File: src/rtl/dsi_pkg.sv
package dsi_pkg;
   // word indices of the register file
   localparam int unsigned IDX_CTRL  = 0;
   localparam int unsigned IDX_CMD   = 1;
   localparam int unsigned IDX_ISSUE = 2;
   localparam int unsigned IDX_ADDR  = 3;
   localparam int unsigned IDX_BANK  = 4;
   // control word bits
   localparam int unsigned CTL_HWOWN = 0;
   localparam int unsigned CTL_CKE   = 1;
   localparam int unsigned CTL_ODT   = 2;
   localparam int unsigned CTL_RSTRL = 3;
   // command word bits (active-high staging, inverted on the pins)
   localparam int unsigned CMD_CS    = 0;
   localparam int unsigned CMD_WE    = 1;
   localparam int unsigned CMD_CAS   = 2;
   localparam int unsigned CMD_RAS   = 3;
   localparam int unsigned CTL_W     = 4;
   localparam int unsigned CMD_W     = 4;
endpackage

File: src/rtl/dsi_regs.sv
module dsi_regs
   import dsi_pkg::*;
#(
   parameter int unsigned ADR_W       = 4,
   parameter int unsigned DATA_W      = 32,
   parameter int unsigned ROW_W       = 16,
   parameter int unsigned BANK_W      = 3,
   parameter bit          FULL_DECODE = 1'b1
) (
   input  logic              clk,
   input  logic              rst,
   input  logic              cyc,
   input  logic              stb,
   input  logic              we,
   input  logic [ADR_W-1:0]  adr,
   input  logic [DATA_W-1:0] dat_w,
   output logic [DATA_W-1:0] dat_r,
   output logic              ack,
   output logic [CTL_W-1:0]  ctrl,
   output logic [CMD_W-1:0]  cmd,
   output logic [ROW_W-1:0]  addr,
   output logic [BANK_W-1:0] bank,
   output logic              fire
);
   localparam int unsigned DEC_W = FULL_DECODE ? ADR_W : 3;

   logic              access;
   logic              wr;
   logic [DEC_W-1:0]  idx;
   logic [DATA_W-1:0] rd_val;

   generate
      if (FULL_DECODE) begin : g_full
         assign idx = adr;
      end else begin : g_alias
         assign idx = adr[2:0];
      end
   endgenerate

   assign access = cyc & stb & ~ack;
   assign wr     = access & we;

   always_comb begin
      rd_val = '0;
      case (idx)
         DEC_W'(IDX_CTRL): rd_val = DATA_W'(ctrl);
         DEC_W'(IDX_CMD):  rd_val = DATA_W'(cmd);
         DEC_W'(IDX_ADDR): rd_val = DATA_W'(addr);
         DEC_W'(IDX_BANK): rd_val = DATA_W'(bank);
         default:          rd_val = '0;
      endcase
   end

   always_ff @(posedge clk) begin
      if (rst) begin
         ack   <= 1'b0;
         fire  <= 1'b0;
         ctrl  <= '0;
         cmd   <= '0;
         addr  <= '0;
         bank  <= '0;
         dat_r <= '0;
      end else begin
         ack  <= access;
         fire <= wr && (idx == DEC_W'(IDX_ISSUE)) && dat_w[0];
         if (access) dat_r <= rd_val;
         if (wr) begin
            case (idx)
               DEC_W'(IDX_CTRL): ctrl <= dat_w[CTL_W-1:0];
               DEC_W'(IDX_CMD):  cmd  <= dat_w[CMD_W-1:0];
               DEC_W'(IDX_ADDR): addr <= dat_w[ROW_W-1:0];
               DEC_W'(IDX_BANK): bank <= dat_w[BANK_W-1:0];
               default: ;
            endcase
         end
      end
   end
endmodule

File: src/rtl/dsi_mux.sv
module dsi_mux
   import dsi_pkg::*;
#(
   parameter int unsigned ROW_W  = 16,
   parameter int unsigned BANK_W = 3
) (
   input  logic [CTL_W-1:0]  ctrl,
   input  logic [CMD_W-1:0]  cmd,
   input  logic              fire,
   input  logic [ROW_W-1:0]  sw_addr,
   input  logic [BANK_W-1:0] sw_bank,
   input  logic              hw_cs_n,
   input  logic              hw_ras_n,
   input  logic              hw_cas_n,
   input  logic              hw_we_n,
   input  logic [ROW_W-1:0]  hw_address,
   input  logic [BANK_W-1:0] hw_bank,
   input  logic              hw_cke,
   input  logic              hw_odt,
   input  logic              hw_reset_n,
   output logic              cs_n,
   output logic              ras_n,
   output logic              cas_n,
   output logic              we_n,
   output logic [ROW_W-1:0]  address,
   output logic [BANK_W-1:0] bank,
   output logic              cke,
   output logic              odt,
   output logic              reset_n
);
   logic [CMD_W-1:0] live;
   logic             hw_sel;

   assign hw_sel = ctrl[CTL_HWOWN];
   // staged bits reach the pins only in the issue cycle
   assign live   = fire ? cmd : '0;

   always_comb begin
      if (hw_sel) begin
         cs_n    = hw_cs_n;
         ras_n   = hw_ras_n;
         cas_n   = hw_cas_n;
         we_n    = hw_we_n;
         address = hw_address;
         bank    = hw_bank;
         cke     = hw_cke;
         odt     = hw_odt;
         reset_n = hw_reset_n;
      end else begin
         cs_n    = ~live[CMD_CS];
         ras_n   = ~live[CMD_RAS];
         cas_n   = ~live[CMD_CAS];
         we_n    = ~live[CMD_WE];
         address = sw_addr;
         bank    = sw_bank;
         cke     = ctrl[CTL_CKE];
         odt     = ctrl[CTL_ODT];
         reset_n = ctrl[CTL_RSTRL];
      end
   end
endmodule

File: src/rtl/dram_sw_injector.sv
module dram_sw_injector
   import dsi_pkg::*;
#(
   parameter int unsigned ADR_W       = 4,
   parameter int unsigned DATA_W      = 32,
   parameter int unsigned ROW_W       = 16,
   parameter int unsigned BANK_W      = 3,
   parameter bit          FULL_DECODE = 1'b1
) (
   input  logic              clk,
   input  logic              rst,
   input  logic              wb_cyc,
   input  logic              wb_stb,
   input  logic              wb_we,
   input  logic [ADR_W-1:0]  wb_adr,
   input  logic [DATA_W-1:0] wb_dat_w,
   output logic [DATA_W-1:0] wb_dat_r,
   output logic              wb_ack,
   input  logic              hw_cs_n,
   input  logic              hw_ras_n,
   input  logic              hw_cas_n,
   input  logic              hw_we_n,
   input  logic [ROW_W-1:0]  hw_address,
   input  logic [BANK_W-1:0] hw_bank,
   input  logic              hw_cke,
   input  logic              hw_odt,
   input  logic              hw_reset_n,
   output logic              dfi_cs_n,
   output logic              dfi_ras_n,
   output logic              dfi_cas_n,
   output logic              dfi_we_n,
   output logic [ROW_W-1:0]  dfi_address,
   output logic [BANK_W-1:0] dfi_bank,
   output logic              dfi_cke,
   output logic              dfi_odt,
   output logic              dfi_reset_n
);
   generate
      if (ADR_W < 3) begin : g_bad_adr
         $error("ADR_W must cover five word indices");
      end
      if (DATA_W < 8) begin : g_bad_data
         $error("DATA_W must be at least 8");
      end
      if (ROW_W < 11 || ROW_W > DATA_W) begin : g_bad_row
         $error("ROW_W must hold bit 10 and fit in DATA_W");
      end
      if (BANK_W < 1 || BANK_W > DATA_W) begin : g_bad_bank
         $error("BANK_W out of range");
      end
   endgenerate

   logic [CTL_W-1:0]  ctrl_q;
   logic [CMD_W-1:0]  cmd_q;
   logic [ROW_W-1:0]  addr_q;
   logic [BANK_W-1:0] bank_q;
   logic              fire_q;
   logic              hw_own;

   assign hw_own = ctrl_q[CTL_HWOWN];

   dsi_regs #(
      .ADR_W(ADR_W), .DATA_W(DATA_W), .ROW_W(ROW_W),
      .BANK_W(BANK_W), .FULL_DECODE(FULL_DECODE)
   ) u_regs (
      .clk(clk), .rst(rst), .cyc(wb_cyc), .stb(wb_stb), .we(wb_we),
      .adr(wb_adr), .dat_w(wb_dat_w), .dat_r(wb_dat_r), .ack(wb_ack),
      .ctrl(ctrl_q), .cmd(cmd_q), .addr(addr_q), .bank(bank_q), .fire(fire_q)
   );

   dsi_mux #(.ROW_W(ROW_W), .BANK_W(BANK_W)) u_mux (
      .ctrl(ctrl_q), .cmd(cmd_q), .fire(fire_q),
      .sw_addr(addr_q), .sw_bank(bank_q),
      .hw_cs_n(hw_cs_n), .hw_ras_n(hw_ras_n), .hw_cas_n(hw_cas_n),
      .hw_we_n(hw_we_n), .hw_address(hw_address), .hw_bank(hw_bank),
      .hw_cke(hw_cke), .hw_odt(hw_odt), .hw_reset_n(hw_reset_n),
      .cs_n(dfi_cs_n), .ras_n(dfi_ras_n), .cas_n(dfi_cas_n), .we_n(dfi_we_n),
      .address(dfi_address), .bank(dfi_bank),
      .cke(dfi_cke), .odt(dfi_odt), .reset_n(dfi_reset_n)
   );
endmodule

File: config.mk
export PLATFORM = sky130hd
export DESIGN_NAME = dram_sw_injector
export DESIGN_NICKNAME = d
export VERILOG_FILES = /design/src/rtl/dsi_pkg.sv /design/src/rtl/dsi_regs.sv /design/src/rtl/dsi_mux.sv /design/src/rtl/dram_sw_injector.sv
export SDC_FILE = /design/constraint.sdc
export NUM_CORES = 1
export LEC_CHECK = 0
export BUFFER_PORTS_ARGS = -buffer_cell sky130_fd_sc_hd__buf_2
export CAP_MARGIN = 20
export CORE_ASPECT_RATIO = 0.8
export CORE_MARGIN = 2
export CORE_UTILIZATION = 41
export CTS_CLUSTER_SIZE = 30
export DETAILED_ROUTE_END_ITERATION = 8
export GPL_TIMING_DRIVEN = 1
export PLACE_DENSITY = 0.88
export SLEW_MARGIN = 10
export SYNTH_ARGS = -nofsm -noshare
export SYNTH_HDL_FRONTEND = slang
export SYNTH_SLANG_ARGS = --single-unit
export TNS_END_PERCENT = 5
File: constraint.sdc
create_clock -name clk -period 1.15 [get_ports clk]
set_input_delay 0 -clock clk [delete_from_list [all_inputs] [get_ports clk]]
set_output_delay 0 -clock clk [all_outputs]
set_load 0.02 [all_outputs]
### Word-level counts from Yosys, hierarchy flattened

Cells that the tools add are included.

* equality and inequality tests: 4
* muxes and demuxes: 11
* bitwise logic cells: 8
* reductions and logical operators: 7

Operators with widths (number)
* 16-bit one-hot mux with 4 select lines: 1
* 16-bit 2-to-1 mux: 1
* 4-bit by 2-bit == test with 1-bit output (second input constant): 2
* 2-bit AND reduction: 4
* 1-bit 2-to-1 mux: 7
* 1-bit NOT: 5
* 4-bit by 1-bit == test with 1-bit output (second input constant): 1
* 4-bit by 3-bit == test with 1-bit output (second input constant): 1
* 4-bit logical NOT: 1
* 4-bit 2-to-1 mux: 1
* 1-bit AND: 3
* 3-bit 2-to-1 mux: 1
* 1-bit logical AND: 2

* register bits after elaboration: 61
* input bits: 67

### Longest topological paths before layout

Gate-level depths: netlist (run 1).

* depth in word-level cells: 5
* gate-level depth with buffers: 6
* mapped depth without buffers: 3

### Hierarchy

A second synthesis (run 1) with hierarchy kept.

* cells, all modules: 258
* area, all modules: 2534.9 um^2

By module, submodules not included
* dsi_regs: instances 1, cells an instance 224, area each 2125.8 um^2, sequential area each 900.9 um^2
* dsi_mux: instances 1, cells an instance 34, area each 409.1 um^2, sequential area each 0.0 um^2

### Worst setup path before layout (run 1)

No wires, ideal clock.

* kind: register to register
* start point: reg u_regs.ack
* end point: reg u_regs.addr[10]
* setup time: 118 ps
* data arrival time: 1212 ps
* data required time: 1032 ps
* setup slack: -180 ps
* stages on the path, launching flop included: 6
* buffers on the path: 2
* period minus slack after synthesis: 1330 ps
* path through: dfxtp_1 and3b_1 and4_1 buf_4 buf_12 mux2i_1

* longest elaborated chain between the ends: 4

Ends and longest elaborated chain
* from (decl): RTL line dsi_regs.sv:18 `output logic ack,`
* from (signal assigned): RTL line dsi_regs.sv:64 `ack <= access;`
* 1-bit NOT: RTL line dsi_regs.sv:40 `assign access = cyc & stb & ~ack;`
* 1-bit AND: RTL line dsi_regs.sv:40
* 1-bit AND: RTL line dsi_regs.sv:41 `assign wr = access & we;`
* 2-bit AND reduction (no source line)
* to (signal assigned): RTL line dsi_regs.sv:71 `DEC_W'(IDX_ADDR): addr <= dat_w[ROW_W-1:0];`
* to (decl): RTL line dsi_regs.sv:21 `output logic [ROW_W-1:0] addr,`

No other way between the ends.
A chain may end at the register's enable or synchronous reset.

### Worst setup path in the final report (run 1)

* start point: reg u_regs.ctrl[0]
* end point: out dfi_address[10]

* longest elaborated chain between the ends: 1

Ends and longest elaborated chain
* from (decl): RTL line dsi_regs.sv:19 `output logic [CTL_W-1:0] ctrl,`
* from (signal assigned): RTL line dsi_regs.sv:69 `DEC_W'(IDX_CTRL): ctrl <= dat_w[CTL_W-1:0];`
* 16-bit 2-to-1 mux: RTL line dsi_mux.sv:39 `if (hw_sel) begin`
* to (decl): RTL line dram_sw_injector.sv:32 `output logic [ROW_W-1:0] dfi_address,`

No other way between the ends.

==> results of run 1 <==
through the flow:
| step | cell area, sq um | hold WS [ns] |
|---|---|---|
| 2_1_floorplan | 2540 | 0.155 |
| 3_3_place_gp | 3020 | 0.263 |
| 3_5_place_dp | 3020 | 0.272 |
| 4_1_cts | 3250 | 0.0312 |
| 5_1_grt | 3340 | 0.0728 |
| 6_report | 3340 | 0.0487 |
placed cells by master, fill, tap and decap left out, drive strengths merged, types with 2 or more instances in the layout:
cell / synthesis / layout
dlygate4sd3: 0 / 12
nor3: 2 / 2
buf: 28 / 113
nand2: 19 / 19
a21oi: 13 / 13
nand3: 15 / 15
mux2: 29 / 29
clkbuf: 7 / 7
mux2i: 29 / 29
dfxtp: 45 / 45
conb: 1 / 16
nand4b: 2 / 2
nand2b: 44 / 44
a22oi: 6 / 6
and4: 2 / 2
nor2: 4 / 4
nor2b: 2 / 2
clkinv: 0 / 2
per-layer routing:
layer,share of wire,vias up
li1,-,1089
met1,0.45,982
met2,0.49,77
met3,0.055,7
met4,0.0087,0
met5,0,-
power groups by stage:
| stage | sequential (mW) | clock [mW] | combinational, mW |
|---|---|---|---|
| 2_1_floorplan | 1.61 | 0 | 0.235 |
| 3_3_place_gp | 1.60 | 0 | 0.329 |
| 3_5_place_dp | 1.60 | 0 | 0.338 |
| 4_1_cts | 1.57 | 1.03 | 0.374 |
| 5_1_grt | 1.57 | 1.08 | 0.423 |
| 6_report | 1.57 | 1.00 | 0.389 |
cell families after synthesis:
family,Yosys count,synth area share
simple gates,98,0.231
mux,58,0.249
flops,45,0.364
buf+inv,36,0.0981
compound gates,22,0.0566
other cells,1,0.00152
cell usage after synthesis:
| library cell | instances | area share |
|---|---|---|
| nor2_1 | 4 | 0.0061 |
| and3b_1 | 1 | 0.0035 |
| nand2_1 | 19 | 0.029 |
| buf_6 | 2 | 0.0091 |
| clkbuf_1 | 7 | 0.011 |
| nand2b_1 | 44 | 0.11 |
| or4_1 | 1 | 0.0030 |
| nand3_1 | 15 | 0.030 |
| mux2_2 | 29 | 0.13 |
| buf_12 | 1 | 0.0081 |
| nor2b_1 | 2 | 0.0051 |
| inv_1 | 1 | 0.0015 |
| nor3_1 | 2 | 0.0040 |
| nor4b_1 | 1 | 0.0035 |
| o21ai_0 | 1 | 0.0020 |
| buf_4 | 18 | 0.055 |
| and4bb_1 | 1 | 0.0051 |
| a32o_1 | 1 | 0.0040 |
| buf_2 | 7 | 0.014 |
| dfxtp_1 | 45 | 0.36 |
| a311oi_2 | 1 | 0.0061 |
| and4_1 | 2 | 0.0071 |
| nand3b_1 | 1 | 0.0030 |
| a22oi_1 | 6 | 0.018 |
| mux2i_1 | 29 | 0.12 |
| and3_1 | 1 | 0.0025 |
| a21oi_1 | 13 | 0.026 |
| nand4_1 | 1 | 0.0025 |
| nand4b_1 | 2 | 0.0071 |
| nor3b_4 | 1 | 0.0076 |
| conb_1 | 1 | 0.0015 |
worst register-to-register path: stages (launching register included):
cell	delay, ns
dfxtp_4	0.35
and3b_2	0.26
buf_6	0.13
nand4b_1	0.26
mux2i_1	0.25
registers in the layout (all words and copies together), names as in the netlist:
name / count
u_regs.dat_r: 16
u_regs.addr: 16
u_regs.ack: 1
u_regs.ctrl: 4
u_regs.cmd: 4
u_regs.bank: 3
u_regs.fire: 1
final cells by class:
cell class / instances / area, sq um / area share
timing repair buffer: 126 / 808 / 0.242
sequential: 45 / 910 / 0.273
tap: 81 / 101 / 0.0304
inverter: 1 / 3.75 / 0.00113
clock buffer: 6 / 82.6 / 0.0248
multi-input combinational: 194 / 1420 / 0.425
clock inverter: 2 / 13.8 / 0.00413
how the worst min path moves through the flow:
stage	from	endpoint	slack, ns	cells past startpoint
2_1_floorplan	wb_dat_w[10]	u_regs.addr[10]	0.16	2
3_3_place_gp	wb_dat_w[4]	u_regs.addr[4]	0.26	3
3_5_place_dp	wb_dat_w[11]	u_regs.addr[11]	0.27	3
4_1_cts	wb_dat_w[3]	u_regs.ctrl[3]	0.03	3
5_1_grt	wb_dat_w[3]	u_regs.ctrl[3]	0.07	3
6_report	wb_dat_w[3]	u_regs.ctrl[3]	0.05	3
timing repair:
action,4_1_cts,5_1_grt
setup buffers,0,3
cloned,0,1
endpoints found under the hold margin,12,0
setup endpoints to repair,57,65
hold buffers,12,0
pin swaps,6,1
gates resized for setup,8,10
==> impl_metrics.csv, run 1 <==
group,metric,value,unit
job,maxCapViolations,0,
power_and_ir_drop,p_sw_frac,0.246,
clock_network,cts_tree,"yes",
die,row_count,25,
synthesis,ys_seq_area_frac,0.364,
power_and_ir_drop,power,2.96,mW
power_and_ir_drop,seq_power_share,0.529,
setup_path,reg2reg_to,"u_regs.cmd[3]",
setup_path,path_buf_inv,2,
placement,routabilityCongestion,0.909,
sta,tns,-7.26,ns
layout,fin_nets,440,
route,drtIter0Drc,104,
synthesis,netlist_area,2470,sq um
sta,setup_viol,54,
setup_path,endpoint_kind,"output port",
global_routing,grt.met3_usage,0.0379,
clock_network,clockRootBuffer,"clkbuf_8",
sta,rsz0062_at_grt,"true",
placement,hpwl,4570,microns
clock_network,insertion_delay,0.29,ns
route,vias,2155,
global_routing,use_met2,0.318,
power_and_ir_drop,ir_drop,484,uV
die,coreArea,5880,sq um
setup_path,timing.critical_path.depth,3,
power_and_ir_drop,pwr-share-comb,0.132,
clock_network,cts.sinks,45,
synthesis,synth_cell_types,31,
synthesis,ys_seq_elements,45,
setup_path,arrival,1.37,ns
global_routing,grt.total_usage,0.181,
power_and_ir_drop,p_switching,729,uW
synthesis,syn_area_per_cell,9.52,sq um
placement,dpl_worst_slack,-0.191,ns
route,firstDrtPassIters,4,
min_path,worst_hold_path_type,"in -> reg",
die,io_pins,126,
setup_path,worstSetupPathType,"reg -> out",
setup_path,cp-endpoint,"dfi_address[10]",
layout,area_growth,34.8,%
sta,fin_ws,-0.217,ns
setup_path,critPathMaxFanout,11,
global_routing,grt-ovfl-total,0,
layout,drive_above_1_share,0.428,
global_routing,grt_max_degree,28,
setup_path,worstSetupStartpoint,"u_regs.ctrl[0]",
setup_path,reg2reg_slack,-0.16,ns
route,wire_per_inst,13.8,microns
global_routing,grt_pass1_wl,9720,microns
placement,dp.cells,431,
die,die_h,73.5,microns
clock_network,cts_buffer_depth,2,
sta,final.min_clock_period,1.37,ns
power_and_ir_drop,powerDensity,887,nW/um^2
synthesis,netlist_instances,260,
route,via_per_inst,4.74,
setup_path,start_kind,"flip-flop",
power_and_ir_drop,p_leak,1.52,nW
die,chipWidth,90.9,microns
synthesis,yosysWarningCount,0,
global_routing,globalRouteMet1Util,0.231,
die,initial_core_util,0.421,
clock_network,cts_buffers,5,
global_routing,antenna_found_initial,0,
route,ant_nets,0,
clock_network,cts.clk_slew.worst_paths,0.08,ns
route,finalWirelength,6290,microns
sta,fin_skew,0.00611,ns
setup_path,cp_top_family,"flip-flops",
setup_path,cp_data_required_time,1.15,ns
clock_network,cts_max_level,2,
setup_path,r2r_start,"u_regs.ack",
placement,port-buffer-count,93,
sta,period_share,1.19,
die,die_area,6680,sq um
setup_path,crit_chain,"buf_12, mux2_2, buf_2",
sta,timing.fmax,0.731,GHz
run_status,violations,"negative setup slack",
power_and_ir_drop,p_int,2.23,mW
sta,hold_viol,0,
setup_path,slowest_delay,0.40,ns
setup_path,reg2regPathDepth,4,
run_status,status,"finished with violations",
global_routing,grt.busiest_layer,"met2",
layout,instances_no_fill,455,
global_routing,grt_pass1_vias,2058,
setup_path,critPathSlowestCell,"dfxtp_4",
layout,n_fill_cell,521,
layout,n_antenna_cell,0,
layout,utilization,0.567,
route,drc_errors,0,
sta,slew_violations,0,
power_and_ir_drop,clkPwrFrac,0.339,
Note: power is estimated with default switching activity, not from simulation.
==> run 2, diff against run 1 <==
- BUFFER_PORTS_ARGS: -buffer_cell sky130_fd_sc_hd__buf_2 -> -buffer_cell sky130_fd_sc_hd__clkbuf_2
==> run 2 against run 1 <==
The flow still finishes with violations (negative setup slack). Via count rose by 2.7%. Worst setup slack better by 0.0070 ns. Critical path depth stayed put. Non-clock buffer count decreased by 3.
==> impl_metrics.csv, run 2 (synthesis results as in run 1) <==
group,metric,value,unit
route,wl_met2,3050,microns
clock_network,post-cts-setup-buffer-count,0,
die,io_pins,126,
global_routing,grt-ovfl-total,0,
global_routing,grt_pass1_vias,2080,
power_and_ir_drop,powerDensity,877,nW/um^2
placement,port-buffer-count,93,
sta,rsz0062_at_grt,"true",
route,route.top_layer_used,"met4",
placement,routabilityCongestion,0.868,
clock_network,cts_buffers,5,
die,coreArea,5880,sq um
route,drtIter0Drc,63,
route,ant_nets,0,
layout,drive_above_1_share,0.423,
sta,slew_violations,0,
clock_network,cts_max_level,2,
global_routing,antenna_found_initial,0,
placement,hpwl,4660,microns
setup_path,cp_data_required_time,1.15,ns
route,drc_errors,0,
layout,area_growth,33.1,%
sta,fin_skew,0.00364,ns
sta,timing.fmax,0.735,GHz
clock_network,cts.sinks,45,
power_and_ir_drop,p_leak,1.49,nW
placement,dpl_worst_slack,-0.173,ns
job,maxCapViolations,0,
layout,final_area,3290,sq um
global_routing,grt_max_degree,28,
route,vias,2214,
die,row_count,25,
sta,hold_viol,0,
die,initial_core_util,0.421,
setup_path,endpoint_kind,"output port",
route,wl_met1,2780,microns
sta,fin_ws,-0.210,ns
layout,n_antenna_cell,0,
layout,mostFrequentLayoutCells,"clkbuf_2 (84), nand2b_1 (44), dfxtp_1 (42)",
route,finalWirelength,6340,microns
sta,setup_viol,64,
die,die_h,73.5,microns
layout,fin_nets,437,
clock_network,insertion_delay,0.30,ns
clock_network,cts.clk_slew.worst_paths,0.08,ns
die,chipWidth,90.9,microns
layout,utilization,0.560,
run_status,status,"finished with violations",
global_routing,grt_pass1_wl,10100,microns
run_status,violations,"negative setup slack",
clock_network,cts_tree,"yes",
power_and_ir_drop,ir_drop,408,uV
setup_path,start_kind,"flip-flop",
placement,dpl_cell_area,3040,sq um
min_path,worst_hold_path_type,"in -> reg",
die,die_area,6680,sq um
clock_network,cts_buffer_depth,2,
route,firstDrtPassIters,4,
layout,reg.largest.list,"u_regs.addr: 16 flops, u_regs.dat_r: 16 flops",
route,wire_per_inst,14.0,microns
layout,final_common_cell,"clkbuf_2",
route,wl_met3,370,microns
setup_path,arrival,1.36,ns
sta,hold_ws,0.0312,ns
sta,period_share,1.18,
clock_network,clockRootBuffer,"clkbuf_8",
sta,tns,-7.67,ns
setup_path,worstSetupPathType,"reg -> out",
setup_path,critPathMaxFanout,6,
route,via_per_inst,4.90,
sta,final.min_clock_period,1.36,ns
global_routing,grt.total_usage,0.190,
==> run 2: changes by cell type in the layout (fill, tap and decap cells not counted), moves of 2 or more <==
cell      change
clkbuf_2     +84
buf_2        -85
buf_4         -2
mux2_4        -2
mux2_2        +2
==> run 2: path summary, 6_finish.rpt <==
check	startpoint	endpoint	slack, ns	cells past startpoint
worst min-delay path	wb_dat_w[3]	u_regs.addr[3]	0.03	3
worst min register to register	u_regs.dat_r[5]	u_regs.dat_r[5]	0.45	2
worst max register to register	u_regs.ack	u_regs.cmd[2]	-0.19	4
worst max-delay path	u_regs.ctrl[0]	dfi_we_n	-0.21	3
==> run 2: what timing repair did <==
| action | in CTS | in global routing |
|---|---|---|
| gates resized for setup | 11 | 16 |
| hold endpoints to repair | 12 | 0 |
| hold buffers | 12 | 0 |
| pin swaps | 6 | 0 |
| endpoints found under the setup margin | 69 | 69 |
==> run 2: stage by stage <==
| stage | total power, mW | instances |
|---|---|---|
| 2_1_floorplan | 1.84 | 275 |
| 3_3_place_gp | 1.94 | 432 |
| 3_5_place_dp | 1.95 | 432 |
| 4_1_cts | 2.90 | 452 |
| 5_1_grt | 3.01 | 452 |
| 6_report | 2.89 | 452 |
==> run 2: worst max-delay path: stages, from the launching register on <==
cell and delay [ns]:
dfxtp_4 0.39, buf_4 0.16, mux2_2 0.35, clkbuf_2 0.16
==> run 2: layer usage <==
layer	global-route usage	vias to the layer above
li1	-	1084
met3	0.0441	17
met2	0.325	86
met5	0	-
met4	0.0673	0
met1	0.240	1027
==> run 2: where the power goes <==
group	internal [mW]	total [mW]	switching (mW)
clock network	0.421	0.935	0.514
logic	0.180	0.387	0.207
registers	1.56	1.57	0.00517
==> run 2: area by class of cell <==
| cell class | count | area (sq um) |
|---|---|---|
| fillers | 546 | 2590 |
| multi-input cells | 194 | 1410 |
| flip-flops and latches | 45 | 910 |
| repair buffers | 123 | 783 |
| well taps | 81 | 101 |
| clock buffers | 6 | 72.6 |
| clock inverters | 2 | 10.0 |
| inverters | 1 | 3.75 |
==> run 3, diff against run 2 <==
- CELL_PAD_IN_SITES_DETAIL_PLACEMENT: default -> 1
- CELL_PAD_IN_SITES_GLOBAL_PLACEMENT: default -> 1
- CORE_UTILIZATION: 41 -> 30
- PLACE_DENSITY: 0.88 -> 0.89
==> run 3 against run 2 <==
The run still ends with negative setup slack left. First-iteration DRC count down 6.3%. Combinational power increased by 5.2%. Design area is 4.2% higher. Clock-buffer cell count decreased by 1. Critical path depth did not move. Die area is 35% higher. Clock skew grew 0.0051 ns. Fmax is 0.90% lower. Register-to-register slack gained 0.07 ns. Sequential power about the same. Largest cell class unchanged.
==> impl_metrics.csv, run 3 (synthesis results as in run 1) <==
group,metric,value,unit
setup_path,cp_data_required_time,1.15,ns
sta,hold_ws,0.0493,ns
layout,area_growth,38.7,%
setup_path,reg2regPathDepth,4,
sta,final.min_clock_period,1.37,ns
power_and_ir_drop,p_switching,816,uW
setup_path,arrival,1.37,ns
route,drtIter0Drc,59,
clock_network,cts_tree,"yes",
setup_path,worstSetupStartpoint,"u_regs.ctrl[0]",
die,die_area,9000,sq um
clock_network,cts.sinks,45,
sta,rsz0062_at_grt,"true",
route,firstDrtPassIters,4,
power_and_ir_drop,seq_power_share,0.488,
placement,routabilityCongestion,0.800,
die,die_h,85.2,microns
power_and_ir_drop,powerDensity,936,nW/um^2
setup_path,endpoint_kind,"output port",
route,drc_errors,0,
min_path,worst_hold_path_type,"in -> reg",
layout,instances_no_fill,483,
power_and_ir_drop,pwr-share-comb,0.127,
clock_network,cts_buffers,5,
setup_path,r2r_start,"u_regs.ack",
placement,port-buffer-count,93,
power_and_ir_drop,p_sw_frac,0.254,
die,row_count,29,
power_and_ir_drop,p_leak,1.53,nW
global_routing,grt_max_degree,27,
setup_path,worstSetupPathType,"reg -> out",
clock_network,clockRootBuffer,"clkbuf_8",
run_status,status,"finished with violations",
setup_path,reg2reg_to,"u_regs.addr[8]",
power_and_ir_drop,clkPwrFrac,0.386,
sta,tns,-7.31,ns
die,coreArea,7980,sq um
route,wire_per_inst,16.2,microns
route,vias,2267,
clock_network,cts_max_level,2,
setup_path,reg2reg_slack,-0.12,ns
placement,hpwl,5780,microns
global_routing,grt_pass1_vias,2348,
sta,slew_violations,0,
clock_network,cts_buffer_depth,2,
sta,fin_ws,-0.223,ns
route,finalWirelength,7810,microns
global_routing,antenna_found_initial,0,
global_routing,grt.total_usage,0.165,
layout,drive_above_1_share,0.437,
layout,mostFrequentLayoutCells,"clkbuf_2 (77), nand2b_1 (44), dfxtp_1 (42)",
placement,dp.cells,461,
sta,period_share,1.19,
clock_network,insertion_delay,0.31,ns
route,ant_nets,0,
layout,reg.largest.list,"u_regs.addr: 16 flops, u_regs.dat_r: 16 flops",
run_status,violations,"negative setup slack",
clock_network,cts.clk_slew.worst_paths,0.09,ns
power_and_ir_drop,ir_drop,440,uV
power_and_ir_drop,p_int,2.40,mW
placement,dpl_worst_slack,-0.192,ns
setup_path,cp-endpoint,"dfi_address[7]",
route,via_per_inst,4.69,
setup_path,critPathMaxFanout,11,
global_routing,grt-ovfl-total,0,
layout,n_fill_cell,942,
layout,n_antenna_cell,0,
sta,timing.fmax,0.728,GHz
global_routing,grt_pass1_wl,11900,microns
die,chipWidth,106,microns
layout,final_common_cell,"clkbuf_2",
layout,fin_nets,441,
job,maxCapViolations,0,
sta,setup_viol,56,
die,io_pins,126,
die,initial_core_util,0.310,
sta,fin_skew,0.00873,ns
sta,hold_viol,0,
setup_path,start_kind,"flip-flop",
## run 3: worst min-delay path by stage
stage	from	end	depth (start not counted)
detailed placement	wb_dat_w[4]	u_regs.addr[4]	3
CTS	wb_dat_w[3]	u_regs.cmd[3]	3
finish	wb_dat_w[3]	u_regs.addr[3]	3
global placement	wb_dat_w[4]	u_regs.addr[4]	3
floorplan	wb_dat_w[10]	u_regs.addr[10]	2
global route	wb_dat_w[3]	u_regs.cmd[3]	3
## run 3: cell type report
type,instances,area [sq um],share of cell area
Multi-Input combinational cell,194,1430,0.418
Sequential cell,45,910,0.265
Timing Repair Buffer,127,837,0.244
Tap cell,108,135,0.0394
Clock buffer,5,68.8,0.0201
Clock inverter,3,43.8,0.0128
Inverter,1,3.75,0.00109
## run 3: through the flow
stage | util | power, mW | instance area [sq um]
3_5_place_dp | 0.385 | 1.96 | 3070
2_1_floorplan | - | 1.84 | 2540
3_3_place_gp | 0.385 | 1.95 | 3070
4_1_cts | 0.423 | 3.23 | 3380
5_1_grt | 0.430 | 3.33 | 3430
6_report | 0.430 | 3.21 | 3430
## run 3: power by group through the flow
| stage | Clock (mW) | Combinational (mW) | Sequential (mW) |
|---|---|---|---|
| after CTS | 1.26 | 0.397 | 1.57 |
| after floorplan | 0 | 0.235 | 1.61 |
| after global placement | 0 | 0.342 | 1.60 |
| after global routing | 1.32 | 0.437 | 1.57 |
| final | 1.24 | 0.407 | 1.57 |
| after detailed placement | 0 | 0.353 | 1.60 |
## run 3: layer usage
metal | track usage | vias up | routed length, microns
met5 | 0 | - | 0
met4 | 0.0347 | 0 | 76
met3 | 0.0346 | 9 | 401
met2 | 0.300 | 76 | 3940
met1 | 0.202 | 1090 | 3390
li1 | - | 1092 | -
## run 3: critical path: stages, from the launching register on
cell and delay (ns):
dfxtp_4 0.40, buf_12 0.16, mux2_2 0.34, buf_2 0.16
## run 3: what timing repair did
| item | 4_1_cts | 5_1_grt |
|---|---|---|
| pin swaps | 7 | 0 |
| cloned | 0 | 1 |
| setup buffers | 0 | 1 |
| endpoints found under the hold margin | 12 | 0 |
| gates resized for setup | 20 | 28 |
| hold buffers | 12 | 0 |
| setup endpoints to repair | 57 | 69 |
